$ cat src/rtl/mem_wait_ctrl.sv
module mem_wait_ctrl #(
  parameter int WS_W        = 3,
  parameter int CPW_W       = 3,
  parameter int FIXED_WAITS = 4,
  parameter logic [7:0] WS_ADDR  = 8'hFC,
  parameter logic [7:0] CTL_ADDR = 8'hD6,
  parameter logic [7:0] CFG_ADDR = 8'hD2
) (
  input  logic             clk,
  input  logic             rst_n,
  input  logic             req,
  input  logic [1:0]       space,
  input  logic             xmove,
  input  logic [CPW_W-1:0] cpw,
  input  logic             reg_we,
  input  logic [7:0]       reg_addr,
  input  logic [7:0]       reg_wdata,
  output logic [7:0]       reg_rdata,
  output logic             ready,
  output logic             busy,
  output logic             tmr_clk_en
);
  localparam int CNT_W = WS_W + CPW_W;

  logic [WS_W-1:0]  ws_field;
  logic             rom_fast, tmr_on, xdata_fixed;
  logic             rw_sel;
  logic [WS_W-1:0]  waits;
  logic [CNT_W-1:0] total, cnt;
  logic             accept;
  logic             unused_bits;

  assign unused_bits = ^reg_wdata[3:0];

  always_ff @(posedge clk or negedge rst_n) begin
    if (!rst_n) begin
      ws_field    <= '0;
      rom_fast    <= 1'b0;
      tmr_on      <= 1'b0;
      xdata_fixed <= 1'b0;
      rw_sel      <= 1'b0;
    end else if (reg_we) begin
      case (reg_addr)
        WS_ADDR:  ws_field <= reg_wdata[7 -: WS_W];
        CTL_ADDR: begin
          rom_fast    <= reg_wdata[7];
          tmr_on      <= reg_wdata[6];
          xdata_fixed <= reg_wdata[5];
        end
        CFG_ADDR: rw_sel <= reg_wdata[4];
        default: ;
      endcase
    end
  end

  always_comb begin
    reg_rdata = 8'h00;
    case (reg_addr)
      WS_ADDR:  reg_rdata[7 -: WS_W] = ws_field;
      CTL_ADDR: reg_rdata[7:5] = {rom_fast, tmr_on, xdata_fixed};
      CFG_ADDR: reg_rdata[4] = rw_sel;
      default: ;
    endcase
  end

  always_comb begin
    case (space)
      2'd0:    waits = '0;
      2'd1:    waits = rom_fast ? '0 : ws_field;
      2'd2:    waits = ws_field;
      default: waits = (xmove && xdata_fixed && rw_sel) ? WS_W'(FIXED_WAITS) : ws_field;
    endcase
  end

  assign total      = CNT_W'(waits) * CNT_W'(cpw);
  assign accept     = req && !busy;
  assign ready      = (accept && total == '0) || (busy && cnt == CNT_W'(1));
  assign tmr_clk_en = tmr_on;

  always_ff @(posedge clk or negedge rst_n) begin
    if (!rst_n) begin
      cnt  <= '0;
      busy <= 1'b0;
    end else if (accept && total != '0) begin
      cnt  <= total;
      busy <= 1'b1;
    end else if (busy) begin
      cnt <= cnt - CNT_W'(1);
      if (cnt == CNT_W'(1)) busy <= 1'b0;
    end
  end
endmodule

$ cat config.mk
export PLATFORM = sky130hd
export DESIGN_NAME = mem_wait_ctrl
export DESIGN_NICKNAME = d
export VERILOG_FILES = /design/src/rtl/mem_wait_ctrl.sv
export SDC_FILE = /design/constraint.sdc
export NUM_CORES = 1
export LEC_CHECK = 0
export ABC_AREA = 1
export BUFFER_PORTS_ARGS = -buffer_cell sky130_fd_sc_hd__buf_4
export CELL_PAD_IN_SITES_DETAIL_PLACEMENT = 1
export CELL_PAD_IN_SITES_GLOBAL_PLACEMENT = 2
export CORE_MARGIN = 2
export CORE_UTILIZATION = 30
export CTS_BUF_LIST = sky130_fd_sc_hd__clkbuf_4 sky130_fd_sc_hd__clkbuf_8
export CTS_CLUSTER_DIAMETER = 50
export CTS_CLUSTER_SIZE = 10
export DETAILED_ROUTE_END_ITERATION = 16
export PLACE_DENSITY = 0.84
export SKIP_CTS_REPAIR_TIMING = 1
export SYNTH_ARGS = -nofsm -noshare
export SYNTH_HDL_FRONTEND = slang
export SYNTH_SLANG_ARGS = --single-unit
export TNS_END_PERCENT = 50
$ cat constraint.sdc
create_clock -name clk -period 9.2 [get_ports clk]
set_input_delay 1.38 -clock clk [delete_from_list [all_inputs] [get_ports clk]]
set_output_delay 1.38 -clock clk [all_outputs]
set_load 0.01 [all_outputs]
==> results of run 1 <==
==> per-stage QoR <==
| step | hold slack [ns] | instance area, um2 | worst slack [ns] | std cells |
|---|---|---|---|---|
| after floorplan | 0.481 | 1180 | 4.21 | 162 |
| after detailed placement | 0.516 | 1420 | 3.73 | 234 |
| after global routing | 0.571 | 1480 | 3.63 | 238 |
| after global placement | 0.500 | 1420 | 3.85 | 234 |
| final | 0.528 | 1480 | 3.80 | 238 |
| after CTS | 0.533 | 1480 | 3.74 | 238 |
==> layer usage <==
metal / GRT usage (%) / vias up
met5: 0 / -
met4: 2.30 / 0
met3: 4.09 / 0
met2: 28.0 / 27
met1: 16.6 / 510
li1: - / 562
==> logic make-up after synthesis <==
logic type,synth area share [%]
flip-flops,29.9
other,0.321
XOR/XNOR,0.749
AND/OR/NAND/NOR,35.7
adder cells (fa/ha/maj),10.9
buffers and inverters,12.9
AO/OA/AOI/OAI,9.41
==> cell usage after synthesis <==
cell,number
nand2_1,32
inv_1,24
nor2_1,18
nand3_1,16
dfrtp_1,14
o21ai_0,8
ha_1,7
a21oi_1,4
buf_4,4
nand2_2,4
nand4_1,4
o22ai_1,4
fa_1,2
inv_2,2
nor2_2,2
a21oi_2,1
bufinv_8,1
conb_1,1
inv_4,1
nand2_4,1
nand2_8,1
nand3_2,1
nor2_4,1
nor3_2,1
nor3b_4,1
o211ai_1,1
o21ai_2,1
or2_2,1
xor2_1,1
==> registers in the layout, summed over array words and instances, names as in the netlist <==
register	cells
ws_field	3
rw_sel	1
cnt	6
xdata_fixed	1
tmr_clk_en	1
rom_fast	1
busy	1
==> report_power, final <==
part,switching [uW],internal (uW)
Sequential,0.967,63.9
Clock,22.8,37.9
Combinational,20.2,15.5
Total,43.9,117
==> cell type report <==
| class | count | area share, % |
|---|---|---|
| timing repair buffer | 28 | 14.2 |
| inverter | 28 | 8.22 |
| clock buffer | 4 | 3.73 |
| tap | 48 | 4.07 |
| multi-input combinational | 116 | 46.0 |
| sequential | 14 | 23.7 |
==> path summary, 6_finish.rpt <==
check | startpoint | end | slack (ns) | cells past startpoint
min | cnt[5]$_DFFE_PN0P_ | cnt[5]$_DFFE_PN0P_ | 0.53 | 2
min reg2reg | cnt[5]$_DFFE_PN0P_ | cnt[5]$_DFFE_PN0P_ | 0.53 | 2
max reg2reg | rw_sel$_DFFE_PN0P_ | cnt[4]$_DFFE_PN0P_ | 6.20 | 17
max | space[0] | ready | 3.80 | 16
max in group asynchronous | rst_n | cnt[0]$_DFFE_PN0P_ | 8.05 | 1
min in group asynchronous | rst_n | cnt[5]$_DFFE_PN0P_ | 0.98 | 1
==> critical path: cells and delay by family <==
family          cells  cell delay [ns]
compound gates      1             0.15
fa+ha+maj           3             1.20
buf+inv             3             0.29
simple gates        9             0.99
==> metrics.md, run 1 <==
| Metric | Value |
|---|---|
| Reg clk slew, reported paths | `0.06 ns` |
| DRT antenna net count | `0` |
| Largest net degree at the start of global routing | `15` |
| Final Cycle Share | `58.7%` |
| Die footprint | `4410 um2` |
| Crit path cell chain | `buf_4 -> nand2_1 -> nor2_1 -> nand2_1 -> nand3_1 -> nor2_1 -> fa_1 -> ha_1 -> inv_1 -> fa_1 -> nor3b_4 -> nand2_2 -> nor2_4 -> nand2_4 -> o22ai_1 -> buf_4` |
| H-tree Lvls | `1` |
| Remaining Overflow, GRT | `0` |
| Global Route Usage Sum | `14.8%` |
| Status | `finished clean` |
| Commonest non-fill, non-tap cell in the layout | `nand2_1` |
| Leading post-synthesis cells by cell area | `dfrtp_1 30%, nand2_1 10%, inv_1 7.7%` |
| Crit end category | `output port` |
| Number of nets in the layout | `226` |
| DRT iter0 DRCs | `21` |
| Initial antenna violation count | `0` |
| Area delta synth->final | `26.2%` |
| Unrepaired setup endpoints after global routing | `false` |
| CP arrival | `4.02 ns` |
| Number of global-route vias before repair | `1170` |
| Post-Syn Area | `1170 um2` |
| WL met3 | `129 um` |
| Area of the multi-input gates | `679 um2` |
| Final Util | `39.7%` |
| CTS root buf | `clkbuf_8` |
| Synth Register Bits | `14` |
| Critical path fanouts, max | `6` |
| Max Slew Vio Count | `0` |
| WS Path Type | `in -> out` |
| Buffers on Ports | `28` |
| Vias per cell | `4.62` |
| Synthesis Warnings | `0` |
| Req. time, crit path | `7.82 ns` |
| Pleak | `0.000767 uW` |
| Layout cells sized above 1 | `26.8%` |
| Most frequent cells in the layout | `32 x nand2_1, 28 x buf_4, 24 x inv_1, 18 x nor2_1, 16 x nand3_1` |
| WL/cell | `12.2 um` |
| Metal2 WL | `1520 um` |
| Overall power | `161 uW` |
| Syn Area/Cell | `7.36 um2` |
| Final setup viols | `0` |
| Clock skew | `0.00173 ns` |
| Worst ir drop on vdd | `67.3 uV` |
| CTS Buf Count | `3` |
| Setup total negative slack | `0 ns` |
| Cells after synthesis | `159` |
| Critical Path Max Stage Delay | `0.53 ns` |
| Vias post-DR | `1099` |
| First-pass DRT Iterations | `4` |
| Post-DP HPWL | `2480 um` |
| Clk buf depth | `2` |
| Detailed-route DRC error count | `0` |
| Total core area | `3720 um2` |
| Clock Sinks | `14` |
| CTS tree | `done` |
| Initial Util | `31.5%` |
| Sequential cell area fraction in the yosys report | `29.9%` |
| RePlAce Congestion | `0.785` |
| Netlist cell types | `29` |
| Clk_lat worst skew | `0.25 ns` |
| Synth area leader | `dfrtp_1` |
| Wl on met1 | `1250 um` |
| Routed Wire Length | `2900 um` |
| Total power divided by cell area | `109 nW/um2` |
| Max_cap viols | `0` |
| Fin. Hold Viols | `0` |
| Startpoint types | `input port` |
| Die X | `66.4 um` |
| Inserted Diodes | `0` |
| Top Layer Used | `met3` |
| Die H | `66.4 um` |
| Slowest cell on crit path | `fa_1` |
| Register Area | `350 um2` |
| Global-route wire length before repair | `5000 um` |
| Share of the synthesized area in the top cell type | `29.9%` |
| Post-layout min period | `5.40 ns` |
| Maximum clock frequency | `185 MHz` |
| Fillers | `479` |
| Hold Path Class | `reg -> reg` |
| # IOs | `37` |
| Rows | `22` |
Note: power is estimated with default switching activity, not from simulation.
==> inputs of run 2 (changes only) <==
--- a/config.mk
+++ b/config.mk
@@ -10,12 +10,12 @@
 export CELL_PAD_IN_SITES_DETAIL_PLACEMENT = 1
 export CELL_PAD_IN_SITES_GLOBAL_PLACEMENT = 2
 export CORE_MARGIN = 2
-export CORE_UTILIZATION = 30
+export CORE_UTILIZATION = 26
 export CTS_BUF_LIST = sky130_fd_sc_hd__clkbuf_4 sky130_fd_sc_hd__clkbuf_8
 export CTS_CLUSTER_DIAMETER = 50
 export CTS_CLUSTER_SIZE = 10
 export DETAILED_ROUTE_END_ITERATION = 16
-export PLACE_DENSITY = 0.84
+export PLACE_DENSITY = 0.78
 export SKIP_CTS_REPAIR_TIMING = 1
 export SYNTH_ARGS = -nofsm -noshare
 export SYNTH_HDL_FRONTEND = slang
==> constraint.sdc (replaced) <==
create_clock -name clk -period 4.3 [get_ports clk]
set_input_delay 0.645 -clock clk [delete_from_list [all_inputs] [get_ports clk]]
set_output_delay 0.645 -clock clk [all_outputs]
set_load 0.01 [all_outputs]
==> metrics.md, run 2 (synthesis gave the netlist of run 1 again) <==
| Metric | Value |
|---|---|
| CP arrival | `3.25 ns (-0.77 ns)` |
| # IOs | `37 (unchanged)` |
| WL met3 | `111 um (-14%)` |
| Global Route Usage Sum | `12.9% (-1.9 points)` |
| Vias per cell | `4.59 (-0.71%)` |
| Max Slew Vio Count | `0 (unchanged)` |
| Pleak | `0.000760 uW (-0.94%)` |
| Final hold slack | `0.238 ns (-0.290 ns)` |
| Largest Register | `cnt` |
| Clk_lat worst skew | `0.25 ns (about the same)` |
| Max reg flops | `6 (unchanged)` |
| Die H | `71.1 um (+7.0%)` |
| Setup Slack @ Placement | `0.403 ns (-3.33 ns)` |
| Crit path from | `xmove` |
| Worst ir drop on vdd | `120 uV (+79%)` |
| Commonest non-fill, non-tap cell in the layout | `nand2_1` |
| Global-route wire length before repair | `5200 um (+4.1%)` |
| Reg clk slew, reported paths | `0.06 ns (about the same)` |
| Largest net degree at the start of global routing | `15 (unchanged)` |
| Clock skew | `0.000985 ns (-0.000748 ns)` |
| Detailed-route DRC error count | `0 (unchanged)` |
| Number of nets in the layout | `226 (unchanged)` |
| Unrepaired setup endpoints after global routing | `false` |
| Total core area | `4350 um2 (+17%)` |
| Rows | `24 (+9.1%)` |
| Startpoint types | `input port` |
| Clk buf depth | `2 (unchanged)` |
| CTS tree | `done` |
| RePlAce Congestion | `0.758 (-3.4%)` |
| Req. time, crit path | `3.65 ns (-4.17 ns)` |
| Most frequent cells in the layout | `32 x nand2_1, 28 x buf_4, 24 x inv_1, 18 x nor2_1, 16 x nand3_1` |
| Post-DP HPWL | `2480 um (about the same)` |
| Status | `finished clean` |
| WL/cell | `12.3 um (+1.0%)` |
| CTS Buf Count | `3 (unchanged)` |
| Reg2reg start | `rw_sel$_DFFE_PN0P_` |
| Initial Util | `26.9% (-4.6 points)` |
| DRT antenna net count | `0 (unchanged)` |
| H-tree Lvls | `1 (unchanged)` |
| Final setup viols | `0 (unchanged)` |
| Die footprint | `5050 um2 (+14%)` |
| Wl on met1 | `1290 um (+3.1%)` |
| First-pass DRT Iterations | `4 (unchanged)` |
| CTS root buf | `clkbuf_8` |
| Biggest regs | `cnt x6, ws_field x3` |
| Remaining Overflow, GRT | `0 (unchanged)` |
| Clock Sinks | `14 (unchanged)` |
| Top Layer Used | `met4` |
| Setup total negative slack | `0 ns (unchanged)` |
| Critical path fanouts, max | `6 (unchanged)` |
| Die X | `71.1 um (+7.0%)` |
| Initial antenna violation count | `0 (unchanged)` |
| Final Worst Setup Slack | `0.407 ns (-3.40 ns)` |
| Area delta synth->final | `25.5%` |
| Vias post-DR | `1105 (+0.55%)` |
| Inserted Diodes | `0 (unchanged)` |
| Overall power | `327 uW (+100%)` |
| Final Cycle Share | `90.5%` |
| Hold Path Class | `in -> async` |
| Post-layout min period | `3.89 ns` |
| Max_cap viols | `0 (unchanged)` |
| Buffers on Ports | `28 (unchanged)` |
| Metal2 WL | `1540 um (+0.92%)` |
| WS Path Type | `in -> out` |
| Crit end category | `output port` |
| Maximum clock frequency | `257 MHz` |
| Routed Wire Length | `2970 um (+2.3%)` |
| Total power divided by cell area | `223 nW/um2 (+100%)` |
| Number of global-route vias before repair | `1212 (+3.6%)` |
| Fin. Hold Viols | `0 (unchanged)` |
| Layout cells sized above 1 | `26.5% (-0.39 points)` |
| DRT iter0 DRCs | `61 (+190%)` |
==> run 2: changes by cell type in the layout (fill, tap and decap cells not counted) <==
cell | previous run | this run
clkbuf_8 | 4 | 3
==> run 2: path summary, 6_finish.rpt <==
check                      slack, ns                 end  cells after the start
setup reg to reg                1.30  cnt[4]$_DFFE_PN0P_                     18
hold reg to reg                 0.52  cnt[1]$_DFFE_PN0P_                      2
hold / removal                  0.24  cnt[5]$_DFFE_PN0P_                      1
max in group asynchronous       3.89  rw_sel$_DFFE_PN0P_                      1
min in group clk                0.52  cnt[1]$_DFFE_PN0P_                      2
setup / recovery                0.41               ready                     17
==> run 2: cell type report <==
cell class / count / area (um2)
tap: 52 / 65.1
fill: 547 / 2890
inverter: 28 / 121
clock buffer: 3 / 41.3
multi-input combinational: 116 / 679
sequential: 14 / 350
timing repair buffer: 28 / 210
==> run 2: power breakdown <==
part           switching, uW  internal (uW)
Clock                   49.6           62.2
Combinational           43.7           33.0
Sequential              2.03            137
Total                   95.3            232
==> run 2: layer usage <==
layer | track usage [%] | vias up
li1 | - | 561
met1 | 14.7 | 520
met2 | 23.7 | 20
met3 | 3.56 | 4
met4 | 3.14 | 0
met5 | 0 | -
==> run 2: stage by stage <==
step | util (%) | std cells | instance area (um2)
finish | 33.7 | 241 | 1470
detailed placement | 32.8 | 238 | 1430
global placement | 32.8 | 238 | 1430
floorplan | - | 162 | 1180
CTS | 33.7 | 241 | 1470
global route | 33.7 | 241 | 1470
==> run 2: worst max-delay path, stage by stage <==
cell,delay [ns]
buf_4,0.11
nand2_1,0.07
nor2_1,0.05
nand2_1,0.14
nand2_1,0.07
nand2_1,0.12
nor2_1,0.07
fa_1,0.48
ha_1,0.17
inv_1,0.05
fa_1,0.51
nor3b_4,0.19
nand2_2,0.08
nor2_4,0.11
nand2_4,0.10
o22ai_1,0.13
buf_4,0.14
